$ cat src/rtl/rgn_attr_pkg.sv
// Shared types and default permission masks for the region attribute checker.
// Assumes a 4-bit attribute code; each mask bit k says whether code k allows
// the access kind as a bypass access.
package rgn_attr_pkg;

    typedef enum logic [1:0] {
        CAUSE_NONE  = 2'b00,
        CAUSE_FETCH = 2'b01,
        CAUSE_LOAD  = 2'b10,
        CAUSE_STORE = 2'b11
    } rgn_cause_e;

    typedef enum logic [1:0] {
        KIND_FETCH = 2'd0,
        KIND_LOAD  = 2'd1,
        KIND_STORE = 2'd2
    } rgn_kind_e;

    // codes 1..4 execute
    localparam logic [15:0] DEF_FETCH_MASK = 16'h001E;
    // codes 0,1,2,4,14 read
    localparam logic [15:0] DEF_LOAD_MASK  = 16'h4017;
    // codes 0,1,2,4,14 write
    localparam logic [15:0] DEF_STORE_MASK = 16'h4017;

endpackage

$ cat src/rtl/rgn_attr_table.sv
// Attribute table: one writable code per region, with a parameterised number
// of combinational read ports. Assumes a single write port; a write lands at
// the sampling edge, so a read in the same cycle returns the old code.
module rgn_attr_table #(
    parameter int NUM_REGIONS = 8,
    parameter int CODE_W      = 4,
    parameter int RESET_CODE  = 2,
    parameter int RD_PORTS    = 2,
    localparam int IDX_W      = $clog2(NUM_REGIONS)
) (
    input  logic                              clk,
    input  logic                              rst_n,
    input  logic                              wr_en,
    input  logic [IDX_W-1:0]                  wr_idx,
    input  logic [CODE_W-1:0]                 wr_code,
    input  logic [RD_PORTS-1:0][IDX_W-1:0]    rd_idx,
    output logic [RD_PORTS-1:0][CODE_W-1:0]   rd_code
);

    localparam logic [CODE_W-1:0] RST_C = CODE_W'(RESET_CODE);

    logic [NUM_REGIONS-1:0][CODE_W-1:0] codes;

    // Holds the codes: reset to the default, then overwrite one region per write.
    always_ff @(posedge clk) begin
        if (!rst_n) begin
            codes <= {NUM_REGIONS{RST_C}};
        end else if (wr_en) begin
            codes[wr_idx] <= wr_code;
        end
    end

    // One lookup mux per read port.
    for (genvar p = 0; p < RD_PORTS; p++) begin : g_rd
        always_comb rd_code[p] = codes[rd_idx[p]];
    end

    // leaving reset, every region holds the reset code
    a_r3_reset_code: assert property (@(posedge clk) disable iff (!rst_n)
        $past(!rst_n) |-> codes == {NUM_REGIONS{RST_C}});

    // a write is visible from the following cycle
    a_r9_write_lands: assert property (@(posedge clk) disable iff (!rst_n)
        wr_en |=> codes[$past(wr_idx)] == $past(wr_code));

    // without a write nothing changes
    a_r9_hold: assert property (@(posedge clk) disable iff (!rst_n)
        (!wr_en && !$past(!rst_n)) |=> $stable(codes));

endmodule

$ cat src/rtl/rgn_perm_decode.sv
// Permission decode: turns an attribute code and access kind into an allow
// bit by indexing the mask of that kind. Purely combinational.
module rgn_perm_decode
    import rgn_attr_pkg::*;
#(
    parameter int CODE_W                  = 4,
    localparam int NCODES                 = 1 << CODE_W,
    parameter logic [NCODES-1:0] FETCH_MASK = DEF_FETCH_MASK,
    parameter logic [NCODES-1:0] LOAD_MASK  = DEF_LOAD_MASK,
    parameter logic [NCODES-1:0] STORE_MASK = DEF_STORE_MASK
) (
    input  rgn_kind_e          kind,
    input  logic [CODE_W-1:0]  code,
    output logic               allow
);

    // Selects the mask of the access kind and picks the code's bit.
    always_comb begin
        case (kind)
            KIND_FETCH: allow = FETCH_MASK[code];
            KIND_LOAD:  allow = LOAD_MASK[code];
            KIND_STORE: allow = STORE_MASK[code];
            default:    allow = 1'b0;
        endcase
    end

endmodule

$ cat src/rtl/rgn_check_port.sv
// One checking side (fetch or data). Extracts the region index, receives the
// region's code from the table, decodes permission and registers the answer
// one cycle after the request. Assumes identity translation.
module rgn_check_port
    import rgn_attr_pkg::*;
#(
    parameter int ADDR_W    = 32,
    parameter int CODE_W    = 4,
    parameter int IDX_W     = 3,
    parameter bit IS_FETCH  = 1'b1
) (
    input  logic               clk,
    input  logic               rst_n,
    input  logic               req,
    input  logic               is_store,
    input  logic [ADDR_W-1:0]  addr,
    output logic [IDX_W-1:0]   region,
    input  logic [CODE_W-1:0]  code,
    output logic               rsp_valid,
    output logic               rsp_allow,
    output rgn_cause_e         rsp_cause,
    output logic [ADDR_W-1:0]  rsp_addr
);

    rgn_kind_e  kind;
    rgn_cause_e fault_cause;
    logic       allow;

    // Region index from the top address bits.
    always_comb region = addr[ADDR_W-1 -: IDX_W];

    // Access kind and the cause reported if it faults.
    always_comb begin
        if (IS_FETCH) begin
            kind        = KIND_FETCH;
            fault_cause = CAUSE_FETCH;
        end else if (is_store) begin
            kind        = KIND_STORE;
            fault_cause = CAUSE_STORE;
        end else begin
            kind        = KIND_LOAD;
            fault_cause = CAUSE_LOAD;
        end
    end

    rgn_perm_decode #(.CODE_W(CODE_W)) u_dec (
        .kind  (kind),
        .code  (code),
        .allow (allow)
    );

    // Response register: valid, decision, cause and identity-mapped address.
    always_ff @(posedge clk) begin
        if (!rst_n) begin
            rsp_valid <= 1'b0;
            rsp_allow <= 1'b0;
            rsp_cause <= CAUSE_NONE;
            rsp_addr  <= '0;
        end else begin
            rsp_valid <= req;
            rsp_allow <= req && allow;
            rsp_cause <= (req && !allow) ? fault_cause : CAUSE_NONE;
            rsp_addr  <= req ? addr : '0;
        end
    end

    // a response follows every request by one cycle, and only then
    a_r10_valid_follows: assert property (@(posedge clk) disable iff (!rst_n)
        req |=> rsp_valid);
    a_r10_no_spurious: assert property (@(posedge clk) disable iff (!rst_n)
        !req |=> !rsp_valid);

    // response address is the request address
    a_r2_identity: assert property (@(posedge clk) disable iff (!rst_n)
        req |=> rsp_addr == $past(addr));

    // allowed responses carry no cause, faults carry one
    a_r10_cause_allow: assert property (@(posedge clk) disable iff (!rst_n)
        (rsp_valid && rsp_allow) |-> rsp_cause == CAUSE_NONE);
    a_r10_cause_fault: assert property (@(posedge clk) disable iff (!rst_n)
        (rsp_valid && !rsp_allow) |-> rsp_cause != CAUSE_NONE);

    // code 15 never allows anything
    a_r7_code15_denied: assert property (@(posedge clk) disable iff (!rst_n)
        (req && code == '1) |=> !rsp_allow);

    // the fetch side only ever reports the fetch cause
    if (IS_FETCH) begin : g_fetch_chk
        a_r4_fetch_cause: assert property (@(posedge clk) disable iff (!rst_n)
            (rsp_valid && !rsp_allow) |-> rsp_cause == CAUSE_FETCH);
    end else begin : g_data_chk
        a_r6_store_cause: assert property (@(posedge clk) disable iff (!rst_n)
            (req && is_store) |=> (rsp_allow || rsp_cause == CAUSE_STORE));
    end

endmodule

$ cat src/rtl/region_attr_guard.sv
// Top: shared attribute table with one read port per side, a fetch checker
// and a data checker. Both sides answer in the same cycle, independently.
module region_attr_guard #(
    parameter int ADDR_W      = 32,
    parameter int NUM_REGIONS = 8,
    parameter int CODE_W      = 4,
    parameter int RESET_CODE  = 2,
    localparam int IDX_W      = $clog2(NUM_REGIONS)
) (
    input  logic               clk,
    input  logic               rst_n,
    input  logic               attr_wr_en,
    input  logic [IDX_W-1:0]   attr_wr_region,
    input  logic [CODE_W-1:0]  attr_wr_code,
    input  logic               ifetch_req,
    input  logic [ADDR_W-1:0]  ifetch_addr,
    input  logic               data_req,
    input  logic               data_is_store,
    input  logic [ADDR_W-1:0]  data_addr,
    output logic               ifetch_rsp_valid,
    output logic               ifetch_rsp_allow,
    output logic [1:0]         ifetch_rsp_cause,
    output logic [ADDR_W-1:0]  ifetch_rsp_addr,
    output logic               data_rsp_valid,
    output logic               data_rsp_allow,
    output logic [1:0]         data_rsp_cause,
    output logic [ADDR_W-1:0]  data_rsp_addr
);
    import rgn_attr_pkg::*;

    localparam int SIDES = 2;

    logic [SIDES-1:0][IDX_W-1:0]  rd_idx;
    logic [SIDES-1:0][CODE_W-1:0] rd_code;
    rgn_cause_e                   if_cause, dt_cause;

    rgn_attr_table #(
        .NUM_REGIONS (NUM_REGIONS),
        .CODE_W      (CODE_W),
        .RESET_CODE  (RESET_CODE),
        .RD_PORTS    (SIDES)
    ) u_table (
        .clk     (clk),
        .rst_n   (rst_n),
        .wr_en   (attr_wr_en),
        .wr_idx  (attr_wr_region),
        .wr_code (attr_wr_code),
        .rd_idx  (rd_idx),
        .rd_code (rd_code)
    );

    rgn_check_port #(
        .ADDR_W (ADDR_W), .CODE_W (CODE_W), .IDX_W (IDX_W), .IS_FETCH (1'b1)
    ) u_fetch (
        .clk       (clk),
        .rst_n     (rst_n),
        .req       (ifetch_req),
        .is_store  (1'b0),
        .addr      (ifetch_addr),
        .region    (rd_idx[0]),
        .code      (rd_code[0]),
        .rsp_valid (ifetch_rsp_valid),
        .rsp_allow (ifetch_rsp_allow),
        .rsp_cause (if_cause),
        .rsp_addr  (ifetch_rsp_addr)
    );

    rgn_check_port #(
        .ADDR_W (ADDR_W), .CODE_W (CODE_W), .IDX_W (IDX_W), .IS_FETCH (1'b0)
    ) u_data (
        .clk       (clk),
        .rst_n     (rst_n),
        .req       (data_req),
        .is_store  (data_is_store),
        .addr      (data_addr),
        .region    (rd_idx[1]),
        .code      (rd_code[1]),
        .rsp_valid (data_rsp_valid),
        .rsp_allow (data_rsp_allow),
        .rsp_cause (dt_cause),
        .rsp_addr  (data_rsp_addr)
    );

    // Cause enums out to plain port vectors.
    always_comb begin
        ifetch_rsp_cause = if_cause;
        data_rsp_cause   = dt_cause;
    end

    // nothing is answered in the cycle after reset was held
    a_r3_quiet_after_reset: assert property (@(posedge clk) disable iff (!rst_n)
        $past(!rst_n) |-> (!ifetch_rsp_valid && !data_rsp_valid));

endmodule

$ cat config.mk
export PLATFORM = sky130hd
export DESIGN_NAME = region_attr_guard
export DESIGN_NICKNAME = d
export VERILOG_FILES = /design/src/rtl/rgn_attr_pkg.sv /design/src/rtl/rgn_attr_table.sv /design/src/rtl/rgn_perm_decode.sv /design/src/rtl/rgn_check_port.sv /design/src/rtl/region_attr_guard.sv
export SDC_FILE = /design/constraint.sdc
export NUM_CORES = 1
export LEC_CHECK = 0
export ABC_AREA = 1
export BUFFER_PORTS_ARGS = -buffer_cell sky130_fd_sc_hd__buf_2
export CAP_MARGIN = 10
export CORE_ASPECT_RATIO = 0.5
export CORE_UTILIZATION = 30
export CTS_CLUSTER_DIAMETER = 120
export CTS_CLUSTER_SIZE = 30
export DETAILED_ROUTE_END_ITERATION = 16
export PLACE_DENSITY_LB_ADDON = 0.3
export SLEW_MARGIN = 10
export SYNTH_ARGS = -nofsm -noshare
export SYNTH_HDL_FRONTEND = slang
export SYNTH_HIERARCHICAL = 1
export SYNTH_SLANG_ARGS = --single-unit
$ cat constraint.sdc
create_clock -name clk -period 1.89 [get_ports clk]
set_input_delay 0.0945 -clock clk [delete_from_list [all_inputs] [get_ports clk]]
set_output_delay 0.0945 -clock clk [all_outputs]
set_load 0.02 [all_outputs]
Word level (Yosys, flattened, before mapping)
Memory sizes are Yosys's and may differ from the RTL's.
Index checks and enable logic that the tools add are counted.
{"block": "totals", "register_bits": 104, "romBits": 48, "in_bits": 77, "out_inout_bits": 72, "wordCells": 53, "n_memories": 3}
{"memory": "(name not given)", "words": 16, "word_bits": 1, "rd": 1, "rd_clocked_by_memory_dff": 0, "wr": 0, "line_no": "rgn_perm_decode.sv:20", "text": "KIND_FETCH: allow = FETCH_MASK[code];"}
{"memory": "(name not given)", "words": 16, "word_bits": 1, "rd": 1, "rd_clocked_by_memory_dff": 0, "wr": 0, "line_no": "rgn_perm_decode.sv:22", "text": "KIND_STORE: allow = STORE_MASK[code];"}
{"memory": "(name not given)", "words": 16, "word_bits": 1, "rd": 1, "rd_clocked_by_memory_dff": 0, "wr": 0, "line_no": "rgn_perm_decode.sv:20"}
{"block": "classes", "n_lt_le_gt_ge": 6, "eq_ne": 2, "n_mux": 14, "reduce_logical": 12}
{"cell": "32-bit bitwise mux", "count": 1}
{"cell": "4-bit binary-select mux with 3-bit select", "count": 2}
{"cell": "4-bit demux with 3-bit select", "count": 1}
{"cell": "3-bit by 4-bit less-than comparator with 1-bit output (second input constant)", "count": 3}
{"cell": "4-bit 2-to-1 mux", "count": 3}
{"cell": "4-bit by 5-bit less-than comparator with 1-bit output (second input constant)", "count": 2}
{"cell": "2-bit AND reduction", "count": 3}
{"cell": "1-bit logical AND", "count": 5}
{"cell": "1-bit 2-to-1 mux", "count": 5}
{"cell": "3-bit by 1-bit >= comparator with 1-bit output (second input constant)", "count": 1}
{"cell": "2-bit by 1-bit equality test with 1-bit output (second input constant)", "count": 1}
{"cell": "2-bit equality test (second input constant)", "count": 1}
{"cell": "1-bit logical NOT", "count": 2}
{"cell": "2-bit logical NOT", "count": 1}
{"cell": "2-bit 2-to-1 mux", "count": 1}
{"cell": "1-bit one-hot mux with 2 select lines", "count": 1}
{"cell": "2-bit OR reduction", "count": 1}

Longest topological paths before layout
Gate-level depths: netlist (run 1).
{"block": "logic_depth", "depth_word": 8, "mapped_depth": 18, "depth_no_buf": 15}

By module
Netlist (run 1), hierarchy kept.
{"mod": "rgn_attr_table", "n_inst": 1, "cells_per_inst": 340, "area_per_inst_um2": 1959.4, "seq_area_each_um2": 640.6}
{"mod": "rgn_check_port (u_data)", "n_inst": 1, "cells_per_inst": 114, "area_per_inst_um2": 1051.0, "seq_area_each_um2": 720.7}
{"mod": "rgn_check_port (u_fetch)", "n_inst": 1, "cells_per_inst": 112, "area_per_inst_um2": 1029.7, "seq_area_each_um2": 700.7}
{"mod": "rgn_perm_decode", "n_inst": 2, "cells_per_inst": 23, "area_per_inst_um2": 115.1, "seq_area_each_um2": 0.0}
{"mod": "region_attr_guard", "n_inst": 1, "cells_per_inst": 1, "area_per_inst_um2": 3.8, "seq_area_each_um2": 0.0}

Least setup slack after synthesis (run 1)
OpenSTA, ideal clock, no wires.
{"block": "synth_timing", "path_type": "input to register", "start": "input port data_addr[29]", "end": "register u_data.rsp_cause[0]", "setup_time_ns": 0.113, "t_arrival_ns": 1.327, "required_ns": 1.777, "setup_slack_ns": 0.450, "cell_stages": 17, "n_path_buf": 3, "cell_sequence": "buf_4 -> buf_6 -> inv_4 -> buf_6 -> nand2_1 -> nand3_1 -> nand2_1 -> nand2_1 -> nand2_1 -> nor2_1 -> nor2_1 -> nor2_1 -> nand2_1 -> a21oi_2 -> inv_1 -> nand3_1 -> nor2_1"}
{"item": "start: declaration", "line_no": "region_attr_guard.sv:19", "text": "input logic [ADDR_W-1:0] data_addr,"}
{"item": "end signal: assignment", "line_no": "rgn_check_port.sv:62", "text": "rsp_cause <= (req && !allow) ? fault_cause : CAUSE_NONE;"}
{"item": "end: declaration", "line_no": "rgn_check_port.sv:21", "text": "output rgn_cause_e rsp_cause,"}

==> results of run 1 <==
==> metrics by stage <==
stage               setup slack [ns]  total power [uW]  cells  utilization  hold slack [ns]
finish                         0.377              4970   1007        0.437           0.0152
global route                   0.157              5220   1007        0.437           0.0279
CTS                            0.373              5030   1007        0.437          0.00467
detailed placement             0.323              2940    933        0.371            0.313
global placement               0.349              2940    933        0.371            0.306
floorplan                      0.450              2750    616            -            0.207
==> how the worst max path moves through the flow <==
stage	startpoint	to	slack (ns)	cells past startpoint
2_1_floorplan	data_addr[29]	u_data/rsp_cause[0]	0.45	17
3_3_place_gp	data_addr[29]	u_data/rsp_cause[0]	0.35	16
3_5_place_dp	data_addr[29]	u_data/rsp_cause[0]	0.32	16
4_1_cts	u_table/codes[21]	u_data/rsp_cause[0]	0.37	14
5_1_grt	u_table/codes[5]	u_data/rsp_cause[0]	0.16	14
6_report	u_table/codes[21]	u_data/rsp_cause[0]	0.38	14
==> registers in the layout, summed over array words and instances (netlist names) <==
| signal | count |
|---|---|
| u_data/rsp_addr | 32 |
| u_fetch/rsp_addr | 32 |
| u_table/codes | 32 |
| u_data/rsp_cause | 2 |
| u_data/rsp_allow | 1 |
| u_data/rsp_valid | 1 |
| u_fetch/rsp_allow | 1 |
| u_fetch/rsp_cause | 1 |
| u_fetch/rsp_valid | 1 |
==> layout make-up <==
class | count | area share
Inverter | 135 | 0.0859
Multi-Input combinational cell | 353 | 0.251
Sequential cell | 103 | 0.345
Timing Repair Buffer | 209 | 0.225
Clock buffer | 9 | 0.0376
Clock inverter | 6 | 0.0155
Tap cell | 192 | 0.0401
==> placed cells by master (no fill, tap or decap) <==
cell type	count
nand3_1	42
buf_4	3
inv_8	1
nand2_1	134
o21ai_0	26
a21oi_2	2
inv_6	1
conb_1	5
nor2_4	1
buf_2	147
nor2_1	125
clkbuf_16	9
dlygate4sd3_1	59
dfxtp_1	103
clkinv_2	3
inv_1	124
clkinv_1	1
inv_4	2
clkinvlp_4	1
ha_1	4
nor2_2	3
bufinv_16	2
nand2_2	8
inv_2	6
nand3b_1	2
o211ai_1	1
==> power groups by stage <==
stage | Sequential, uW | Clock [uW] | Combinational [uW]
after floorplan | 2410 | 0 | 338
after global placement | 2330 | 0 | 606
after detailed placement | 2330 | 0 | 609
after CTS | 2280 | 2050 | 707
after global routing | 2290 | 2140 | 791
final | 2280 | 1980 | 706
==> worst min-delay path, delay by kind of cell <==
| kind | cells | cell delay (ns) |
|---|---|---|
| buffers and inverters | 2 | 0.18 |
| and+or+nand+nor | 1 | 0.03 |
==> repair_timing <==
action | 4_1_cts | 5_1_grt
setup buffers | 0 | 0
hold endpoints to repair | 59 | 0
hold buffers | 59 | 0
==> routing by layer <==
metal / part of all wire / vias to the layer above / track usage
li1: - / 2155 / -
met1: 0.46 / 1800 / 0.176
met2: 0.47 / 108 / 0.264
met3: 0.055 / 15 / 0.0397
met4: 0.015 / 0 / 0.0467
met5: 0 / - / 0
==> out/metrics.csv, run 1 <==
stage,metric,value,unit
outcome,outcome,completed,
floorplanning,Die Width,171,um
setup_path,"slowest stage delay, CP",0.33,ns
synth,Post-Syn Area,4270,sq um
drt,Vias/cell,4.05,
sta,setup violators final,0,
setup_path,CP Buf/Inv Count,2,
power_and_ir_drop,worst vdd ir,436,uV
clock_network,PostCTS Resize Cnt,0,
drt,Routed WL,11100,um
sta,Final Skew,0.00618,ns
power_and_ir_drop,Clock power frac,0.399,
placement,Post-DP Area,5080,sq um
setup_path,critical path arrival,1.75,ns
power_and_ir_drop,PwrDens,831,nW/um^2
clock_network,CTS tree,done,
final_layout,Area growth syn-to-layout,40.1,%
final_layout,area of the multi-input gates,1500,sq um
clock_network,clock input transition at the sequential cells of the worst setup and hold paths,0.07,ns
floorplanning,core area,13700,sq um
sta,RSZ-0062 raised after global routing,no,
sta,setup tns final,0,ns
drt,drt pass-1 iters,4,
setup_path,Top delay family on crit path,simple AND/OR/NAND/NOR gates,
setup_path,crit-path cells,inv_1 > nand2_1 > nand3_1 > nand2_1 > nand2_1 > nand2_1 > nor2_1 > nor2_1 > nor2_1 > nand2_1 > a21oi_2 > inv_1 > nand3_1 > nor2_1,
final_layout,antenna cells,0,
floorplanning,num rows,30,
power_and_ir_drop,Comb pwr share,0.142,
power_and_ir_drop,Net Sw Power,1250,uW
setup_path,maximum fanout along the worst path,5,
hold_path,hold crit path type,primary input to flip-flop,
final_layout,nets,892,
drt,drt initial violations,198,
sta,Max Slew Vio Count,0,
hold_path,hold endpoint,u_data/rsp_addr[31],
global_route,pin count of the biggest net entering global routing,36,
setup_path,Required @ worst endpoint,2.13,ns
clock_network,total CTS buffers,9,
global_route,initial antenna violation count,0,
final_layout,share of layout cells above drive strength 1,0.232,
hold_path,Worst Hold Launch,data_addr[31],
setup_path,Slowest cell on crit path,dfxtp_1,
power_and_ir_drop,static leakage,0.00337,uW
clock_network,CTS root buf,clkbuf_16,
setup_path,r2r setup slk,0.38,ns
setup_path,critical path endpoint category,flip-flop,
power_and_ir_drop,Reg power frac,0.459,
setup_path,RR Endpoint,u_data/rsp_cause[0],
clock_network,H-tree depth,3,
drt,vias,4078,
final_layout,FILL cells,1385,
global_route,first-pass GRT wire length,17200,um
setup_path,most frequent CP cell,nand2_1,
placement,number of I/O port buffers,147,
setup_path,reg-to-reg critical path startpoint,u_table/codes[21],
global_route,number of global-route vias before repair,3666,
sta,Final Hold Violating Endpoints,0,
setup_path,kind of critical path,flip-flop to flip-flop,
clock_network,"Clk Latency, worst-skew pair",0.34,ns
synth,yosys warns,6,
sta,Tcrit/Tclk final,0.800,
final_layout,FF+latch area,2060,sq um
global_route,total gr overflow,0,
global_route,All-Layer GR Usage,0.149,
final_layout,post-route cell area,5980,sq um
sta,post-layout min period,1.51,ns
drt,DRC,0,
floorplanning,die height,86.4,um
clock_network,clock sink count,103,
floorplanning,Initial Utilization,0.312,
floorplanning,DIE AREA,14700,sq um
job,maximum capacitance violations,0,
floorplanning,I/O Pins,149,
hold_path,Hold Path Cell Cnt,3,
setup_path,Critical Path Start Type,flip-flop,
synth,syn avg cell area,6.98,sq um
power_and_ir_drop,Int Pwr,3720,uW
placement,GPL Wtd Cong,0.853,
placement,HPWL Detailed,7800,um
power_and_ir_drop,Switching Share,0.252,
drt,Post-DRT Antenna Nets,0,
synth,cells after synthesis,612,
clock_network,Max Root-Sink Buffers,2,
sta,fmax,661,MHz
setup_path,worst r2r path cells,14,
drt,WL per Instance,11.0,um
Power figures use the tool's default switching activity.
==> run 2, diff against run 1 <==
==> constraint.sdc (replaced) <==
create_clock -name clk -period 1.25 [get_ports clk]
set_input_delay 0.0625 -clock clk [delete_from_list [all_inputs] [get_ports clk]]
set_output_delay 0.0625 -clock clk [all_outputs]
set_load 0.02 [all_outputs]
==> out/metrics.csv, run 2 (synthesized netlist as in run 1, its figures left out) <==
stage,metric,value,unit,change
placement,HPWL Detailed,8020,um,+2.8%
drt,DRC,0,,unchanged
final_layout,Largest regs,"u_data/rsp_addr (32), u_fetch/rsp_addr (32), u_table/codes (32)",,
global_route,total gr overflow,0,,unchanged
global_route,first-pass GRT wire length,18800,um,+9.3%
floorplanning,I/O Pins,149,,unchanged
floorplanning,die height,86.4,um,unchanged
global_route,number of global-route vias before repair,3989,,+8.8%
sta,Max Slew Vio Count,0,,unchanged
clock_network,CTS tree,done,,
drt,vias,4186,,+2.6%
clock_network,total CTS buffers,9,,unchanged
hold_path,hold crit path type,primary input to flip-flop,,
setup_path,Slowest cell on crit path,dfxtp_1,,
clock_network,clock sink count,103,,unchanged
sta,RSZ-0062 raised after global routing,yes,,
placement,GPL Wtd Cong,0.842,,-1.4%
sta,setup tns final,-0.663,ns,-0.663 ns
global_route,All-Layer GR Usage,0.163,,+0.0143
setup_path,maximum fanout along the worst path,5,,unchanged
power_and_ir_drop,static leakage,0.00351,uW,+4.2%
final_layout,antenna cells,0,,unchanged
placement,number of I/O port buffers,147,,unchanged
final_layout,"non-filler cells, final",1032,,+2.5%
setup_path,critical path arrival,1.69,ns,-0.06 ns
final_layout,nets,916,,+2.7%
sta,post-layout min period,1.44,ns,-0.0716 ns
floorplanning,Die Width,171,um,unchanged
drt,Post-DRT Antenna Nets,0,,unchanged
power_and_ir_drop,PwrDens,1170,nW/um^2,+41%
final_layout,"most common cell after layout, fill and taps aside",buf_2,,
sta,Final Skew,0.00493,ns,-0.00125 ns
floorplanning,num rows,30,,unchanged
drt,drt initial violations,191,,-3.5%
final_layout,Area growth syn-to-layout,48.6,%,
setup_path,"slowest stage delay, CP",0.35,ns,+0.02 ns
floorplanning,DIE AREA,14700,sq um,unchanged
power_and_ir_drop,Switching Share,0.279,,+0.0266
power_and_ir_drop,Clock power frac,0.371,,-0.028
drt,drt pass-1 iters,4,,unchanged
sta,Tcrit/Tclk final,1.15,,+0.353
drt,WL per Instance,11.4,um,+3.4%
floorplanning,Initial Utilization,0.312,,unchanged
hold_path,Hold Path Cell Cnt,3,,unchanged
setup_path,reg-to-reg critical path startpoint,u_table/codes[25],,
global_route,pin count of the biggest net entering global routing,34,,-5.6%
setup_path,critical path endpoint category,flip-flop,,
clock_network,Max Root-Sink Buffers,2,,unchanged
setup_path,Required @ worst endpoint,1.49,ns,-0.64 ns
clock_network,clock input transition at the sequential cells of the worst setup and hold paths,0.07,ns,about the same
power_and_ir_drop,Reg power frac,0.466,,+0.007
clock_network,H-tree depth,3,,unchanged
setup_path,crit-path cells,inv_1 > nand2_1 > nand3_1 > nand2_1 > nand2_1 > nand2_2 > nand2_1 > nand2_1 > nand2_1 > inv_1 > nand2_1 > a21oi_2 > inv_2 > nand3_2 > nor2_2,,
outcome,failing checks,negative setup slack,,
hold_path,hold endpoint,u_data/rsp_cause[0],,
clock_network,"Clk Latency, worst-skew pair",0.35,ns,about the same
power_and_ir_drop,Int Pwr,5350,uW,+44%
clock_network,CTS root buf,clkbuf_16,,
sta,minimum setup slack in the final design,-0.191,ns,-0.568 ns
power_and_ir_drop,worst vdd ir,650,uV,+49%
hold_path,Worst Hold Launch,data_is_store,,
drt,Vias/cell,4.06,,+0.16%
global_route,initial antenna violation count,0,,unchanged
placement,Post-Place Cells,948,,+1.6%
final_layout,most frequent cells in the layout,"buf_2, nor2_1, nand2_1, inv_1, dfxtp_1",,
setup_path,RR Endpoint,u_data/rsp_cause[0],,
setup_path,worst r2r path cells,15,,+1
power_and_ir_drop,Comb pwr share,0.164,,+0.022
sta,fmax,694,MHz,+5.0%
final_layout,share of layout cells above drive strength 1,0.335,,+0.103
drt,Routed WL,11700,um,+6.0%
setup_path,most frequent CP cell,nand2_1,,
setup_path,kind of critical path,flip-flop to flip-flop,,
job,maximum capacitance violations,0,,unchanged
setup_path,Critical Path Start Type,flip-flop,,
sta,setup violators final,5,,+5
power_and_ir_drop,Net Sw Power,2070,uW,+65%
setup_path,r2r setup slk,-0.19,ns,-0.57 ns
outcome,outcome,"complete, but fails checks",,
floorplanning,core area,13700,sq um,unchanged
sta,Final Hold Violating Endpoints,0,,unchanged
==> run 2: worst max path at each step <==
stage | start | to | slack, ns
floorplan | data_addr[29] | u_data/rsp_cause[0] | -0.12
global placement | data_addr[29] | u_data/rsp_cause[0] | -0.21
detailed placement | data_addr[29] | u_data/rsp_cause[0] | -0.24
CTS | u_table/codes[22] | u_data/rsp_cause[0] | -0.17
global route | u_table/codes[13] | u_data/rsp_cause[0] | -0.38
finish | u_table/codes[25] | u_data/rsp_cause[0] | -0.19
==> run 2: metal layers <==
metal / vias to the layer above / track usage / part of all wire
li1: 2202 / - / -
met1: 1848 / 0.194 / 0.44
met2: 125 / 0.283 / 0.47
met3: 11 / 0.0548 / 0.074
met4: 0 / 0.0426 / 0.012
met5: - / 0 / 0
==> run 2: power groups by stage <==
stage | Clock [uW] | Combinational, uW | Sequential, uW
CTS | 2850 | 1160 | 3450
finish | 2750 | 1210 | 3460
global route | 2990 | 1360 | 3470
global placement | 0 | 987 | 3520
detailed placement | 0 | 991 | 3530
floorplan | 0 | 517 | 3650
==> run 2: stage by stage <==
stage / hold WS (ns) / utilization / cell area (sq um) / power [uW] / setup WS [ns]
6_report: 0.0322 / 0.463 / 6340 / 7420 / -0.191
5_1_grt: 0.0402 / 0.463 / 6340 / 7820 / -0.378
4_1_cts: 0.0108 / 0.454 / 6220 / 7470 / -0.167
3_5_place_dp: 0.281 / 0.383 / 5250 / 4520 / -0.235
3_3_place_gp: 0.274 / 0.383 / 5250 / 4510 / -0.211
2_1_floorplan: 0.175 / - / 4300 / 4170 / -0.120
==> run 2: repair_timing <==
action | CTS | global route
resized for setup | 32 | 39
gates cloned | 0 | 0
setup endpoints to repair | 5 | 5
endpoints found under the hold margin | 63 | 0
hold buffers | 62 | 0
setup buffers | 1 | 5
pin swaps | 13 | 22
==> run 2: layout make-up <==
| cell class | count | area [sq um] |
|---|---|---|
| sequential | 103 | 2090 |
| clock buffer | 9 | 225 |
| clock inverter | 7 | 66.3 |
| multi-input combinational | 353 | 1620 |
| fill | 1342 | 7360 |
| tap | 192 | 240 |
| inverter | 135 | 514 |
| timing repair buffer | 233 | 1600 |
==> run 2: critical path: cells and delay by family (launching register included) <==
kind	cells	cell delay, ns
AO/OA/AOI/OAI	1	0.14
buffers and inverters	3	0.15
flip-flops	1	0.35
AND/OR/NAND/NOR	11	0.70
==> run 3, diff against run 2 <==
--- a/config.mk
+++ b/config.mk
@@ -13,7 +13,9 @@
 export CTS_CLUSTER_DIAMETER = 120
 export CTS_CLUSTER_SIZE = 30
 export DETAILED_ROUTE_END_ITERATION = 16
+export HOLD_SLACK_MARGIN = 0.08
 export PLACE_DENSITY_LB_ADDON = 0.3
+export SKIP_LAST_GASP = 1
 export SLEW_MARGIN = 10
 export SYNTH_ARGS = -nofsm -noshare
 export SYNTH_HDL_FRONTEND = slang
==> out/metrics.csv, run 3 (synthesized netlist as in run 1, its figures left out) <==
stage,metric,value,unit,change
clock_network,"Clk Latency, worst-skew pair",0.34,ns,about the same
final_layout,"most common cell after layout, fill and taps aside",buf_2,,
setup_path,critical path arrival,1.69,ns,about the same
clock_network,H-tree depth,3,,unchanged
outcome,failing checks,negative setup slack,,
clock_network,clock sink count,103,,unchanged
power_and_ir_drop,Power Total,7420,uW,about the same
final_layout,FILL cells,1346,,+0.30%
outcome,outcome,"complete, but fails checks",,
final_layout,share of layout cells above drive strength 1,0.327,,-0.00790
drt,Routed WL,11800,um,+0.26%
setup_path,r2r setup slk,-0.19,ns,about the same
job,maximum capacitance violations,0,,unchanged
setup_path,reg-to-reg critical path startpoint,u_table/codes[10],,
global_route,All-Layer GR Usage,0.163,,-0.000201
sta,minimum setup slack in the final design,-0.193,ns,-0.00150 ns
final_layout,Area growth syn-to-layout,49.4,%,
floorplanning,I/O Pins,149,,unchanged
placement,number of I/O port buffers,147,,unchanged
sta,fmax,693,MHz,-0.10%
sta,Final Skew,0.00465,ns,-0.000280 ns
setup_path,maximum fanout along the worst path,5,,unchanged
clock_network,CTS root buf,clkbuf_16,,
placement,DP Worst Slack,-0.235,ns,unchanged
clock_network,CTS tree,done,,
sta,Max Slew Vio Count,0,,unchanged
global_route,number of global-route vias before repair,3986,,-0.075%
setup_path,Critical Path Start Type,flip-flop,,
hold_path,hold endpoint,u_fetch/rsp_addr[2],,
setup_path,critical path endpoint category,flip-flop,,
sta,Tcrit/Tclk final,1.15,,+0.00120
final_layout,nets,921,,+0.55%
final_layout,post-route cell area,6380,sq um,+0.57%
setup_path,most frequent CP cell,nand2_1,,
sta,Final Hold Violating Endpoints,0,,unchanged
setup_path,kind of critical path,flip-flop to flip-flop,,
drt,drt initial violations,186,,-2.6%
sta,post-layout min period,1.44,ns,+0.00150 ns
drt,WL per Instance,11.3,um,-0.22%
global_route,total gr overflow,0,,unchanged
floorplanning,num rows,30,,unchanged
setup_path,RR Endpoint,u_data/rsp_cause[0],,
sta,setup violators final,5,,unchanged
floorplanning,Initial Utilization,0.312,,unchanged
drt,vias,4161,,-0.60%
final_layout,most frequent cells in the layout,"buf_2, nor2_1, nand2_1, inv_1, dfxtp_1",,
floorplanning,die height,86.4,um,unchanged
drt,DRC,0,,unchanged
floorplanning,core area,13700,sq um,unchanged
clock_network,total CTS buffers,9,,unchanged
drt,drt pass-1 iters,4,,unchanged
final_layout,antenna cells,0,,unchanged
setup_path,crit-path cells,inv_1 > nand2_1 > nand3_2 > nand2_1 > nand2_1 > nand2_2 > buf_4 > o21ai_1 > nand3b_1 > a21oi_2 > inv_2 > nand3_2 > nor2_1,,
floorplanning,DIE AREA,14700,sq um,unchanged
global_route,pin count of the biggest net entering global routing,34,,unchanged
setup_path,"slowest stage delay, CP",0.32,ns,-0.03 ns
placement,Post-DP Area,5250,sq um,unchanged
clock_network,Max Root-Sink Buffers,2,,unchanged
global_route,initial antenna violation count,0,,unchanged
hold_path,hold crit path type,primary input to flip-flop,,
placement,HPWL Detailed,8020,um,unchanged
power_and_ir_drop,static leakage,0.00354,uW,+0.62%
setup_path,Required @ worst endpoint,1.49,ns,about the same
power_and_ir_drop,worst vdd ir,641,uV,-1.5%
power_and_ir_drop,PwrDens,1160,nW/um^2,-0.55%
placement,GPL Wtd Cong,0.842,,unchanged
hold_path,Hold Path Cell Cnt,3,,unchanged
final_layout,Largest regs,"u_data/rsp_addr (32), u_fetch/rsp_addr (32), u_table/codes (32)",,
sta,RSZ-0062 raised after global routing,yes,,
clock_network,clock input transition at the sequential cells of the worst setup and hold paths,0.07,ns,about the same
sta,setup tns final,-0.683,ns,-0.0199 ns
drt,Vias/cell,4.01,,-1.1%
global_route,first-pass GRT wire length,18800,um,-0.11%
hold_path,Worst Hold Launch,ifetch_req,,
floorplanning,Die Width,171,um,unchanged
setup_path,worst r2r path cells,13,,-2
drt,Post-DRT Antenna Nets,0,,unchanged
setup_path,Slowest cell on crit path,dfxtp_2,,
## run 3: area by class of cell
class / count / area, sq um / share of cell area
clock buffer: 9 / 225 / 0.0353
multi-input combinational: 353 / 1600 / 0.251
inverter: 135 / 514 / 0.0806
clock inverter: 7 / 66.3 / 0.0104
sequential: 103 / 2090 / 0.327
tap: 192 / 240 / 0.0376
timing repair buffer: 238 / 1650 / 0.258
## run 3: routing by layer
metal / vias to the layer above / global-route usage / routed length, um
met2: 108 / 0.284 / 5590
met3: 4 / 0.0525 / 815
met4: 0 / 0.0393 / 58
li1: 2212 / - / -
met5: - / 0 / 0
met1: 1837 / 0.195 / 5290
## run 3: timing repair
item,CTS,global route
endpoints found under the hold margin,72,0
gates cloned,0,0
pin swaps,13,23
buffers inserted,1,5
hold buffers,67,0
endpoints found under the setup margin,5,5
resized for setup,24,42
## run 3: stage by stage
stage               std cells  utilization  hold WS [ns]
floorplan                 616            -         0.175
global placement          948        0.383         0.274
detailed placement        948        0.383         0.281
CTS                      1032        0.456        0.0816
global route             1037        0.466         0.118
finish                   1037        0.466        0.0944
## run 3: worst max path at each step
| stage | start | end | slack [ns] | depth (start not counted) |
|---|---|---|---|---|
| floorplan | data_addr[29] | u_data/rsp_cause[0] | -0.12 | 17 |
| global placement | data_addr[29] | u_data/rsp_cause[0] | -0.21 | 15 |
| detailed placement | data_addr[29] | u_data/rsp_cause[0] | -0.24 | 13 |
| CTS | u_table/codes[22] | u_data/rsp_cause[0] | -0.16 | 15 |
| global route | u_table/codes[14] | u_data/rsp_cause[1] | -0.37 | 15 |
| finish | u_table/codes[10] | u_data/rsp_cause[0] | -0.19 | 13 |
## run 3: power breakdown
group | internal [uW] | switching (uW) | total (uW) | leakage (uW)
Sequential | 3410 | 41.9 | 3460 | 0.000847
Combinational | 547 | 673 | 1220 | 0.00255
Clock | 1400 | 1350 | 2750 | 0.000141
Total | 5360 | 2060 | 7420 | 0.00354
## run 3: critical path: cells and delay by family, from the launching register on
kind,cells,cell delay (ns)
and+or+nand+nor,8,0.55
AOI/OAI and AO/OA,2,0.20
buffers and inverters,3,0.25
DFF,1,0.32
